--- src/rtl/serload_pkg.sv ---
package serload_pkg;

  localparam int CFG_N_W    = 11;
  localparam int CFG_A_W    = 7;
  localparam int CFG_CTRL_W = 5;
  localparam int CFG_WORD_W = CFG_N_W + CFG_A_W + CFG_CTRL_W;

  // Word layout, most significant field first (bit 0 = routing bit,
  // which is the last bit transmitted).
  typedef struct packed {
    logic [CFG_N_W-1:0] n_cnt;
    logic [CFG_A_W-1:0] a_cnt;
    logic               out_sel;
    logic               spare;
    logic               phase_pol;
    logic               ref_sel;
    logic               route_tx;
  } cfg_word_t;

  typedef enum logic { CH_RX = 1'b0, CH_TX = 1'b1 } chan_e;

endpackage

--- src/rtl/serload_sync.sv ---
module serload_sync #(
  parameter int WIDTH  = 3,
  parameter int STAGES = 2
) (
  input  logic             clk,
  input  logic             rst_n,
  input  logic [WIDTH-1:0] async_in,
  output logic [WIDTH-1:0] level,
  output logic [WIDTH-1:0] rise
);

  logic [WIDTH-1:0] stage_q [STAGES];
  logic [WIDTH-1:0] last_q;

  generate
    for (genvar s = 0; s < STAGES; s++) begin : g_stage
      if (s == 0) begin : g_first
        always_ff @(posedge clk or negedge rst_n) begin
          if (!rst_n) stage_q[s] <= '0;
          else        stage_q[s] <= async_in;
        end
      end else begin : g_next
        always_ff @(posedge clk or negedge rst_n) begin
          if (!rst_n) stage_q[s] <= '0;
          else        stage_q[s] <= stage_q[s-1];
        end
      end
    end
  endgenerate

  always_ff @(posedge clk or negedge rst_n) begin
    if (!rst_n) last_q <= '0;
    else        last_q <= stage_q[STAGES-1];
  end

  assign level = stage_q[STAGES-1];
  assign rise  = stage_q[STAGES-1] & ~last_q;

endmodule

--- src/rtl/serload_shifter.sv ---
module serload_shifter #(
  parameter int WORD_W = 23
) (
  input  logic              clk,
  input  logic              rst_n,
  input  logic              shift_en,
  input  logic              bit_in,
  output logic [WORD_W-1:0] word
);

  logic [WORD_W-1:0] sreg_q;

  always_ff @(posedge clk or negedge rst_n) begin
    if (!rst_n)        sreg_q <= '0;
    else if (shift_en) sreg_q <= {sreg_q[WORD_W-2:0], bit_in};
  end

  assign word = sreg_q;

endmodule

--- src/rtl/serload_chan.sv ---
module serload_chan
  import serload_pkg::*;
#(
  parameter chan_e CHAN  = CH_TX,
  parameter int    N_MIN = 16
) (
  input  logic      clk,
  input  logic      rst_n,
  input  logic      load,
  input  cfg_word_t word_in,
  output cfg_word_t word_q,
  output logic      upd,
  output logic      n_err
);

  logic hit;
  logic n_low;

  assign hit   = load && (word_in.route_tx == logic'(CHAN));
  assign n_low = (int'(word_in.n_cnt) < N_MIN);

  always_ff @(posedge clk or negedge rst_n) begin
    if (!rst_n) begin
      word_q <= '0;
      upd    <= 1'b0;
      n_err  <= 1'b0;
    end else begin
      upd <= hit;
      if (hit) begin
        word_q <= word_in;
        if (n_low) n_err <= 1'b1;
      end
    end
  end

endmodule

--- src/rtl/dual_ser_cfg_loader.sv ---
module dual_ser_cfg_loader
  import serload_pkg::*;
#(
  parameter int N_MIN       = 16,
  parameter int SYNC_STAGES = 2
) (
  input  logic               clk,
  input  logic               rst_n,
  input  logic               ser_clk,
  input  logic               ser_dat,
  input  logic               ser_le,
  output logic [CFG_N_W-1:0] tx_n_cnt,
  output logic [CFG_A_W-1:0] tx_a_cnt,
  output logic               tx_ref_sel,
  output logic               tx_phase_pol,
  output logic               tx_out_sel,
  output logic               tx_upd,
  output logic               tx_n_err,
  output logic [CFG_N_W-1:0] rx_n_cnt,
  output logic [CFG_A_W-1:0] rx_a_cnt,
  output logic               rx_ref_sel,
  output logic               rx_phase_pol,
  output logic               rx_out_sel,
  output logic               rx_upd,
  output logic               rx_n_err
);

  localparam int LN_CLK = 0;
  localparam int LN_DAT = 1;
  localparam int LN_LE  = 2;
  localparam int NLINES = 3;
  localparam int NCHAN  = 2;

  logic [NLINES-1:0] sync_lvl;
  logic [NLINES-1:0] sync_rise;
  logic [CFG_WORD_W-1:0] shift_word;
  cfg_word_t         chan_word [NCHAN];
  logic              chan_upd  [NCHAN];
  logic              chan_err  [NCHAN];

  serload_sync #(.WIDTH(NLINES), .STAGES(SYNC_STAGES)) u_sync (
    .clk      (clk),
    .rst_n    (rst_n),
    .async_in ({ser_le, ser_dat, ser_clk}),
    .level    (sync_lvl),
    .rise     (sync_rise)
  );

  serload_shifter #(.WORD_W(CFG_WORD_W)) u_shift (
    .clk      (clk),
    .rst_n    (rst_n),
    .shift_en (sync_rise[LN_CLK]),
    .bit_in   (sync_lvl[LN_DAT]),
    .word     (shift_word)
  );

  generate
    for (genvar c = 0; c < NCHAN; c++) begin : g_chan
      serload_chan #(
        .CHAN  ((c == 0) ? CH_TX : CH_RX),
        .N_MIN (N_MIN)
      ) u_chan (
        .clk     (clk),
        .rst_n   (rst_n),
        .load    (sync_rise[LN_LE]),
        .word_in (cfg_word_t'(shift_word)),
        .word_q  (chan_word[c]),
        .upd     (chan_upd[c]),
        .n_err   (chan_err[c])
      );
    end
  endgenerate

  assign tx_n_cnt     = chan_word[0].n_cnt;
  assign tx_a_cnt     = chan_word[0].a_cnt;
  assign tx_ref_sel   = chan_word[0].ref_sel;
  assign tx_phase_pol = chan_word[0].phase_pol;
  assign tx_out_sel   = chan_word[0].out_sel;
  assign tx_upd       = chan_upd[0];
  assign tx_n_err     = chan_err[0];

  assign rx_n_cnt     = chan_word[1].n_cnt;
  assign rx_a_cnt     = chan_word[1].a_cnt;
  assign rx_ref_sel   = chan_word[1].ref_sel;
  assign rx_phase_pol = chan_word[1].phase_pol;
  assign rx_out_sel   = chan_word[1].out_sel;
  assign rx_upd       = chan_upd[1];
  assign rx_n_err     = chan_err[1];

endmodule

--- config.mk ---
export PLATFORM = sky130hd
export DESIGN_NAME = dual_ser_cfg_loader
export DESIGN_NICKNAME = d
export VERILOG_FILES = /design/src/rtl/serload_pkg.sv /design/src/rtl/serload_sync.sv /design/src/rtl/serload_shifter.sv /design/src/rtl/serload_chan.sv /design/src/rtl/dual_ser_cfg_loader.sv
export SDC_FILE = /design/constraint.sdc
export NUM_CORES = 1
export LEC_CHECK = 0
export BUFFER_PORTS_ARGS = -buffer_cell sky130_fd_sc_hd__buf_4
export CAP_MARGIN = 0
export CORE_MARGIN = 2
export CORE_UTILIZATION = 50
export CTS_BUF_LIST = sky130_fd_sc_hd__clkbuf_16
export DETAILED_ROUTE_END_ITERATION = 7
export PLACE_DENSITY_LB_ADDON = 0.15
export SLEW_MARGIN = 20
export SYNTH_ARGS = -nofsm -noshare
export SYNTH_HDL_FRONTEND = slang
export SYNTH_SLANG_ARGS = --single-unit
export TNS_END_PERCENT = 50
--- constraint.sdc ---
create_clock -name clk -period 2.01 [get_ports clk]
set_input_delay 0.1005 -clock clk [delete_from_list [all_inputs] [get_ports clk]]
set_output_delay 0.1005 -clock clk [all_outputs]
set_load 0.02 [all_outputs]
; ---- After elaboration in Yosys (flattened, before gate mapping)
; Index checks and enable logic that the tools add are counted.
[totals]
in_bits = 5
output_inout_bits = 46
register_bits = 78
elab_cells = 26
[classes]
n_reduce_logical = 4
magnitude_cmp = 1
bitwise_logic = 3
[ops]
columns = op, n
row1 = $lt A11 B5 Y1 const B, 1
row2 = $reduce_and A2 Y1, 2
row3 = $and A3 B3 Y3, 1
row4 = $not A3 Y3, 1
row5 = $logic_and A1 B1 Y1, 2
row6 = $not A1 Y1, 1

; ---- Logic depth before layout (Yosys ltp)
; Gate-level depths: netlist of the first run.
[logic_depth]
depth_word = 4
depth_mapped = 4
ltp_nobuf = 3

; ---- Cells and area by module
; Synthesis of the first run repeated with hierarchy kept, for this count alone.
[hier_totals]
hier_cells = 173
hier_area_um2 = 3175.5
[modules_own_cells]
columns = mod, seq_area_each_um2, instances, cells_per_inst, area_each_um2
row1 = serload_chan at g_chan[1].u_chan, 625.6, 1, 55, 1028.5
row2 = serload_chan at g_chan[0].u_chan, 625.6, 1, 55, 1001.0
row3 = serload_shifter, 575.6, 1, 48, 857.1
row4 = serload_sync, 225.2, 1, 15, 289.0

; ---- Least setup slack after synthesis of the first run
; Ideal clock, no wire load.
[synth_timing]
path_kind = register to register
startpoint = reg u_shift.sreg_q[0] (netlist: u_shift.word[0])
endpoint = reg g_chan[1].u_chan.word_q[12] in the netlist's numbering
path_buffers = 1
required_time_ns = 1.885
setup_ns = 0.125
setup_slack_ns = 0.645
path_stages_with_launch = 4
synth_period_minus_slack_ns = 1.365
arrival_ns = 1.240
cell_sequence = dfrtp_1 > nor3b_4 > buf_6 > mux2_2
[synth_between]
elab_chain_len = 2
[synth_rtl]
columns = element, line_no
row1 = start: declaration, serload_shifter.sv:11  ; logic [WORD_W-1:0] sreg_q;
row2 = start signal: assignment, serload_shifter.sv:15  ; else if (shift_en) sreg_q <= {sreg_q[WORD_W-2:0], bit_in};
row3 = $not A1 Y1, serload_chan.sv:19  ; assign hit = load && (word_in.route_tx == logic'(CHAN));
row4 = $logic_and A1 B1 Y1, serload_chan.sv:19
row5 = end signal: assignment, serload_chan.sv:30  ; word_q <= word_in;
row6 = end: declaration, serload_chan.sv:11  ; output cfg_word_t word_q,
; No other way between the ends.
; A chain may end at the register's enable or synchronous reset.

; ---- Final worst setup path of the first run
[layout_timing]
startpoint = reg u_shift.sreg_q[0] (netlist: u_shift.word[0])
endpoint = reg g_chan[0].u_chan.word_q[14] in the netlist's numbering
[layout_between]
elab_chain_len = 1
[layout_rtl]
columns = element, line_no
row1 = $logic_and A1 B1 Y1, serload_chan.sv:19
row2 = net g_chan[0].u_chan.hit, serload_chan.sv:16  ; logic hit;
row3 = end signal: assignment, serload_chan.sv:30
row4 = end: declaration, serload_chan.sv:11
; The timed path passes the listed nets, and every way through them passes these cells.

==> results of run 1 <==
## metrics by stage
stage          total power (W)  instances  worst slack (ns)  util (%)  hold slack [ns]
2_1_floorplan         0.002882        156            0.6450         -          -0.1951
3_3_place_gp          0.003389        277            0.6115     59.83          0.06062
3_5_place_dp          0.003450        277            0.5418     59.83          0.06326
4_1_cts               0.004832        296            0.5286     65.17           0.2636
5_1_grt               0.005011        296            0.4495     65.17           0.2789
6_report              0.004767        296            0.5488     65.17           0.2589
## layer usage
metal / routed length, um / part of all wire [%] / vias up / global-route usage [%]
met5: 0 / 0 / - / 0
met4: 87 / 1.9 / 0 / 8.421
met3: 204 / 4.3 / 9 / 4.943
met2: 2369 / 50 / 36 / 26.41
met1: 2038 / 43 / 780 / 22.44
li1: - / - / 682 / -
## flip-flops by register name, summed over array words and instances (netlist names)
register / count
g_chan.u_chan.n_err: 2
g_chan.u_chan.upd: 2
g_chan.u_chan.word_q: 42
u_shift.word: 23
u_sync.last_q: 2
u_sync.level: 3
u_sync.stage_q: 3
## area by class of cell
class	instances	area share, %
well taps	72	2.541
repair buffers	59	13.13
flip-flops and latches	77	54.36
multi-input cells	72	22.80
clock buffers	9	6.354
inverters	1	0.1059
clock inverters	6	0.7060
## cells in the final DEF, fill, tap and decap left out
cell and count:
dfrtp_1 77, inv_2 1, nor3b_4 1, dlygate4sd3_1 4
mux2_2 63, inv_1 3, nor3_1 1, buf_4 54
clkinv_1 1, mux2_1 2, buf_12 1, nor4_1 1
clkinv_2 2, nor2b_2 1, nand3b_4 1, clkbuf_16 9
a31o_2 2
## repair_timing
item,4_1_cts,5_1_grt
endpoints found under the hold margin,35,0
endpoints found under the setup margin,0,0
hold buffers,4,0
## power by group through the flow
stage | logic [W] | clock network [W] | registers [W]
after floorplan | 0.000409 | 0 | 0.00247
after global placement | 0.00117 | 0 | 0.00221
after detailed placement | 0.00121 | 0 | 0.00224
after CTS | 0.00122 | 0.00139 | 0.00222
after global routing | 0.00127 | 0.00146 | 0.00228
final | 0.00120 | 0.00135 | 0.00222
## cell families (layout without fill, tap and decap cells)
group,Yosys count,in the layout,share of synthesized area (%)
mux,65,65,26.24
buf+inv,7,75,2.018
compound gates,2,2,0.6282
flops,77,77,69.09
simple gates,5,5,2.019
## worst min-delay path by stage
| stage | from | to | slack, ns | cells past startpoint |
|---|---|---|---|---|
| 2_1_floorplan | rst_n | g_chan[0].u_chan.n_err$_DFFE_PN0P_ | -0.20 | 0 |
| 3_3_place_gp | rst_n | g_chan[1].u_chan.word_q[5]$_DFFE_PN0P_ | 0.06 | 1 |
| 3_5_place_dp | rst_n | g_chan[0].u_chan.word_q[6]$_DFFE_PN0P_ | 0.06 | 1 |
| 4_1_cts | rst_n | u_shift.word[5]$_DFFE_PN0P_ | 0.26 | 2 |
| 5_1_grt | rst_n | g_chan[0].u_chan.word_q[6]$_DFFE_PN0P_ | 0.28 | 2 |
| 6_report | rst_n | g_chan[0].u_chan.word_q[6]$_DFFE_PN0P_ | 0.26 | 2 |
==> impl_metrics.tcl, run 1 <==
set metrics [dict create \
    endpoint "g_chan[0].u_chan.word_q[14]$_DFFE_PN0P_" \
    relSlewSlack_pct 72.36 \
    htreeDepth 3 \
    tightest_slew_ns 0.4146 \
    cts_root_buffer "clkbuf_16" \
    grt_pass1_wl_um 7921 \
    cts_setup_buffers 0 \
    synthCells 156 \
    synth_top_cell_area_share_pct 69.09 \
    cp.required_ns 2.21 \
    multi_input_area_sq_um 808.3 \
    fin_crit_ns 1.461 \
    ys_warn_count 0 \
    cp_data_arrival_time_ns 1.66 \
    grt-ovfl-total 0 \
    fin_crit_sh_pct 72.70 \
    antenna_found_initial 0 \
    dpl_cell_area_sq_um 3254 \
    cp_max_fo 17 \
    final_max_slew_viol_count 0 \
    place_hpwl_um 3129 \
    critical-path-top-delay-family "flip-flops" \
    r2r_end "g_chan[0].u_chan.word_q[14]$_DFFE_PN0P_" \
    irDropWorstVdd_uv 798.9 \
    hp-class "in2async" \
    finalClockSkew_ns 0.003999 \
    synth.most_common_cell "dfrtp_1" \
    drtPass1Iterations 2 \
    insertion_delay_ns 0.32 \
    fin_area_sq_um 3545 \
    synthesis.area_sq_um 2789 \
    final-seq-area_sq_um 1927 \
    intPower_w 0.003379 \
    power.share.combinational_pct 25.1 \
    critPathKind "reg2reg" \
    seq_area_frac_synth_pct 69.09 \
    grt_max_degree 46 \
    async_reset_ff_share_pct 100.0 \
    powerDensity_nw_per_um2 1345 \
    n_antenna_cell 0 \
    clock_tree.buffer_depth 2 \
    die_h_um 78.69 \
    r2r_slack_ns 0.55 \
    r2r.worst_path.cells 3 \
    switchingPower_w 0.001389 \
    critPathCaptureType "register" \
    cts_tree "built" \
    grt_use_total_pct 17.16 \
    switching_share_pct 29.13 \
    port_buffers 50 \
    worstReg2RegStart "u_shift.word[0]$_DFFE_PN0P_" \
    wl_um 4700 \
    area_delta_synth_final_pct 27.10 \
    maxCapViolCount 0 \
    status "complete, no violations" \
    drive_gt1_share_pct 60.27 \
    cp_num_buf_inv 1 \
    grt_pass1_vias 1563 \
    slowest_stage "dfrtp_1" \
    ys_types 13 \
    fmax_mhz 684.4 \
    setup.worst_path.start "u_shift.word[0]$_DFFE_PN0P_" \
    vias 1507 \
    drtAntennaViolNets 0 \
    synth_edf_count 0 \
    io_pins 51 \
    clkPwrFrac_pct 28.4 \
    vias_per_cell 5.091 \
    rsz0062_at_grt "no" \
    synth.largest_area_cell "dfrtp_1" \
    gp_congestion 0.6949 \
    worstSetupStartpointType "register" \
    power_leakage_nw 1.784 \
    die_width_um 78.69 \
    core-area_sq_um 5439 \
    rows 27 \
    drc_errors 0 \
    hold_viol 0 \
    start_util_pct 51.28 \
    power_frac_seq_pct 46.5 \
    synth_area_leaders "dfrtp_1 (69%), mux2_2 (25%), buf_6 (1.2%)" \
    worstPathCellList "nand3b_4 -> inv_2 -> mux2_2" \
    die_area_sq_um 6191 \
    yosys-top-cells-count "dfrtp_1 (77), mux2_2 (63), buf_6 (3)" \
    fill_cells 396 \
    ys_ff_latch 77 \
    cts.sinks 77 \
    critPathMaxStageDelay_ns 0.46 \
    ys.flop_type "dfrtp_1" \
    syn_area_per_cell_sq_um 17.88 \
    cp.depth 3 \
    path_clk_slew_ns 0.05 \
    layout.nets 225 \
    drtIter0Drc 90 \
    fin_setup_tns_ns 0 \
    post_drt_wl_per_cell_um 15.88 \
    post_cts_resized 0 \
    cts_buffers 9 \
    final-setup-viol-count 0 \
    syn_nets 161 \
]
(Power assumes the default switching activity.)
==> run 2: changes to the inputs <==
--- a/config.mk
+++ b/config.mk
@@ -8,7 +8,7 @@
 export BUFFER_PORTS_ARGS = -buffer_cell sky130_fd_sc_hd__buf_4
 export CAP_MARGIN = 0
 export CORE_MARGIN = 2
-export CORE_UTILIZATION = 50
+export CORE_UTILIZATION = 49
 export CTS_BUF_LIST = sky130_fd_sc_hd__clkbuf_16
 export DETAILED_ROUTE_END_ITERATION = 7
 export PLACE_DENSITY_LB_ADDON = 0.15
==> constraint.sdc (replaced) <==
create_clock -name clk -period 1.2 [get_ports clk]
set_input_delay 0.06 -clock clk [delete_from_list [all_inputs] [get_ports clk]]
set_output_delay 0.06 -clock clk [all_outputs]
set_load 0.02 [all_outputs]
==> run 2 against run 1 <==
The run now ends with negative setup slack left. Count of clock-buffer cells in the layout unchanged. Clock power increased by 100%. Register-to-register slack got worse by 0.68 ns. Die area increased by 1.9%. Cell area increased by 6.8%. Sequential share of layout area decreased by 3.4 points. Utilization increased by 3.6 points. Fmax increased by 10%. Total power increased by 81%. First-iteration DRC count decreased by 46%. Cell count increased by 2.7%. Combinational power increased by 83%. Critical path type unchanged. Highest routed layer unchanged.
==> impl_metrics.tcl, run 2 (synthesized netlist as in run 1, its figures left out) <==
set metrics [dict create \
    status "finished, violations left" \
    violations "negative setup slack" \
    start_util_pct 50.65 \
    power_frac_seq_pct 43.1 \
    place_hpwl_um 3299 \
    grt_pass1_wl_um 8148 \
    critPathKind "reg2reg" \
    htreeDepth 3 \
    drtPass1Iterations 4 \
    vias 1537 \
    switching_share_pct 27.59 \
    drtAntennaViolNets 0 \
    post_drt_wl_per_cell_um 16.06 \
    cts_buffers 9 \
    power_leakage_nw 1.928 \
    irDropWorstVdd_uv 1819 \
    drtIter0Drc 49 \
    relSlewSlack_pct 75.07 \
    rows 27 \
    fin_crit_sh_pct 110.7 \
    clock_tree.buffer_depth 2 \
    final_cell_mix "dfrtp_1 (76), buf_4 (56), mux2_2 (43)" \
    path_clk_slew_ns 0.06 \
    wl_um 4881 \
    cp.required_ns 1.41 \
    hold_ws_ns 0.1462 \
    antenna_found_initial 0 \
    largest-register "g_chan.u_chan.word_q" \
    r2r_end "g_chan[1].u_chan.word_q[18]$_DFFE_PN0P_" \
    grt_use_total_pct 17.49 \
    rsz0062_at_grt "yes" \
    grt_pass1_vias 1631 \
    die_width_um 79.45 \
    switchingPower_w 0.002385 \
    detailedPlace.worstSlack_ns -0.1401 \
    cp_data_arrival_time_ns 1.54 \
    multi_input_area_sq_um 888.4 \
    die_h_um 79.45 \
    top_layer "met4" \
    drive_gt1_share_pct 62.50 \
    finalClockSkew_ns 0.005105 \
    fill_cells 378 \
    power_w 0.008644 \
    final-setup-viol-count 39 \
    tightest_slew_ns 0.3705 \
    met1_length_um 2114 \
    port_buffers 50 \
    critPathCaptureType "register" \
    cts.sinks 77 \
    final_common_cell "dfrtp_1" \
    wl_met2_um 2421 \
    powerDensity_nw_per_um2 2284 \
    cts_root_buffer "clkbuf_16" \
    cts_tree "built" \
    insertion_delay_ns 0.33 \
    hold_viol 0 \
    r2r_slack_ns -0.13 \
    hp-class "in2async" \
    final-seq-area_sq_um 1928 \
    final_max_slew_viol_count 0 \
    grt_max_degree 49 \
    vias_per_cell 5.056 \
    setup_slack_ns -0.1280 \
    power.share.combinational_pct 25.3 \
    clkPwrFrac_pct 31.5 \
    fin_crit_ns 1.328 \
    core-area_sq_um 5507 \
    fmax_mhz 753.0 \
    grt-ovfl-total 0 \
    largest_reg_flops 42 \
    drc_errors 0 \
    io_pins 51 \
    layout.nets 232 \
    die_area_sq_um 6312 \
    setup.worst_path.start "u_sync.last_q[2]$_DFF_PN0_" \
    cp_max_fo 10 \
    n_antenna_cell 0 \
    intPower_w 0.006259 \
    maxCapViolCount 0 \
    worstSetupStartpointType "register" \
    fin_setup_tns_ns -3.021 \
    r2r.worst_path.cells 3 \
    worstReg2RegStart "u_sync.last_q[2]$_DFF_PN0_" \
    gp_congestion 0.7281 \
    fin_util_pct 68.73 \
    wl_met3_um 200 \
    area_delta_synth_final_pct 35.71 \
]
run 2: power groups by stage:
| stage | clock network [W] | logic [W] | registers [W] |
|---|---|---|---|
| after floorplan | 0 | 0.000696 | 0.00415 |
| after global placement | 0 | 0.00203 | 0.00371 |
| after detailed placement | 0 | 0.00207 | 0.00375 |
| after CTS | 0.00279 | 0.00222 | 0.00374 |
| after global routing | 0.00291 | 0.00232 | 0.00383 |
| final | 0.00273 | 0.00219 | 0.00373 |
run 2: area by class of cell:
type	instances	area share, %
sequential	77	50.94
multi-input combinational	72	23.47
timing repair buffer	66	14.88
clock buffer	9	5.950
tap	72	2.380
clock inverter	7	2.149
inverter	1	0.2314
run 2: what timing repair did:
action | CTS | global route
resized for setup | 23 | 1
setup buffers | 0 | 0
endpoints found under the hold margin | 80 | 0
setup endpoints to repair | 47 | 44
hold buffers | 4 | 0
run 2: how the worst max path moves through the flow:
| stage | to | slack, ns | cells past startpoint |
|---|---|---|---|
| floorplan | g_chan[1].u_chan.word_q[12]$_DFFE_PN0P_ | -0.14 | 3 |
| global placement | g_chan[1].u_chan.word_q[21]$_DFFE_PN0P_ | -0.09 | 3 |
| detailed placement | g_chan[1].u_chan.word_q[18]$_DFFE_PN0P_ | -0.14 | 3 |
| CTS | g_chan[1].u_chan.word_q[18]$_DFFE_PN0P_ | -0.15 | 3 |
| global route | g_chan[1].u_chan.word_q[20]$_DFFE_PN0P_ | -0.17 | 3 |
| finish | g_chan[1].u_chan.word_q[18]$_DFFE_PN0P_ | -0.13 | 3 |
run 2: metal layers:
layer / vias to the layer above / global-route usage, %
met3: 11 / 3.733
met5: - / 0
li1: 696 / -
met4: 0 / 11.38
met2: 36 / 27.48
met1: 794 / 21.91
run 2: metrics by stage:
stage / cell area, sq um / std cells
detailed placement: 3349 / 284
floorplan: 2803 / 156
global placement: 3349 / 284
CTS: 3781 / 304
finish: 3785 / 304
global route: 3785 / 304
run 2: worst max-delay path, stage by stage (launching register included):
cell     delay (ns)
dfrtp_1        0.41
nor3b_4        0.24
buf_4          0.22
mux2_2         0.35
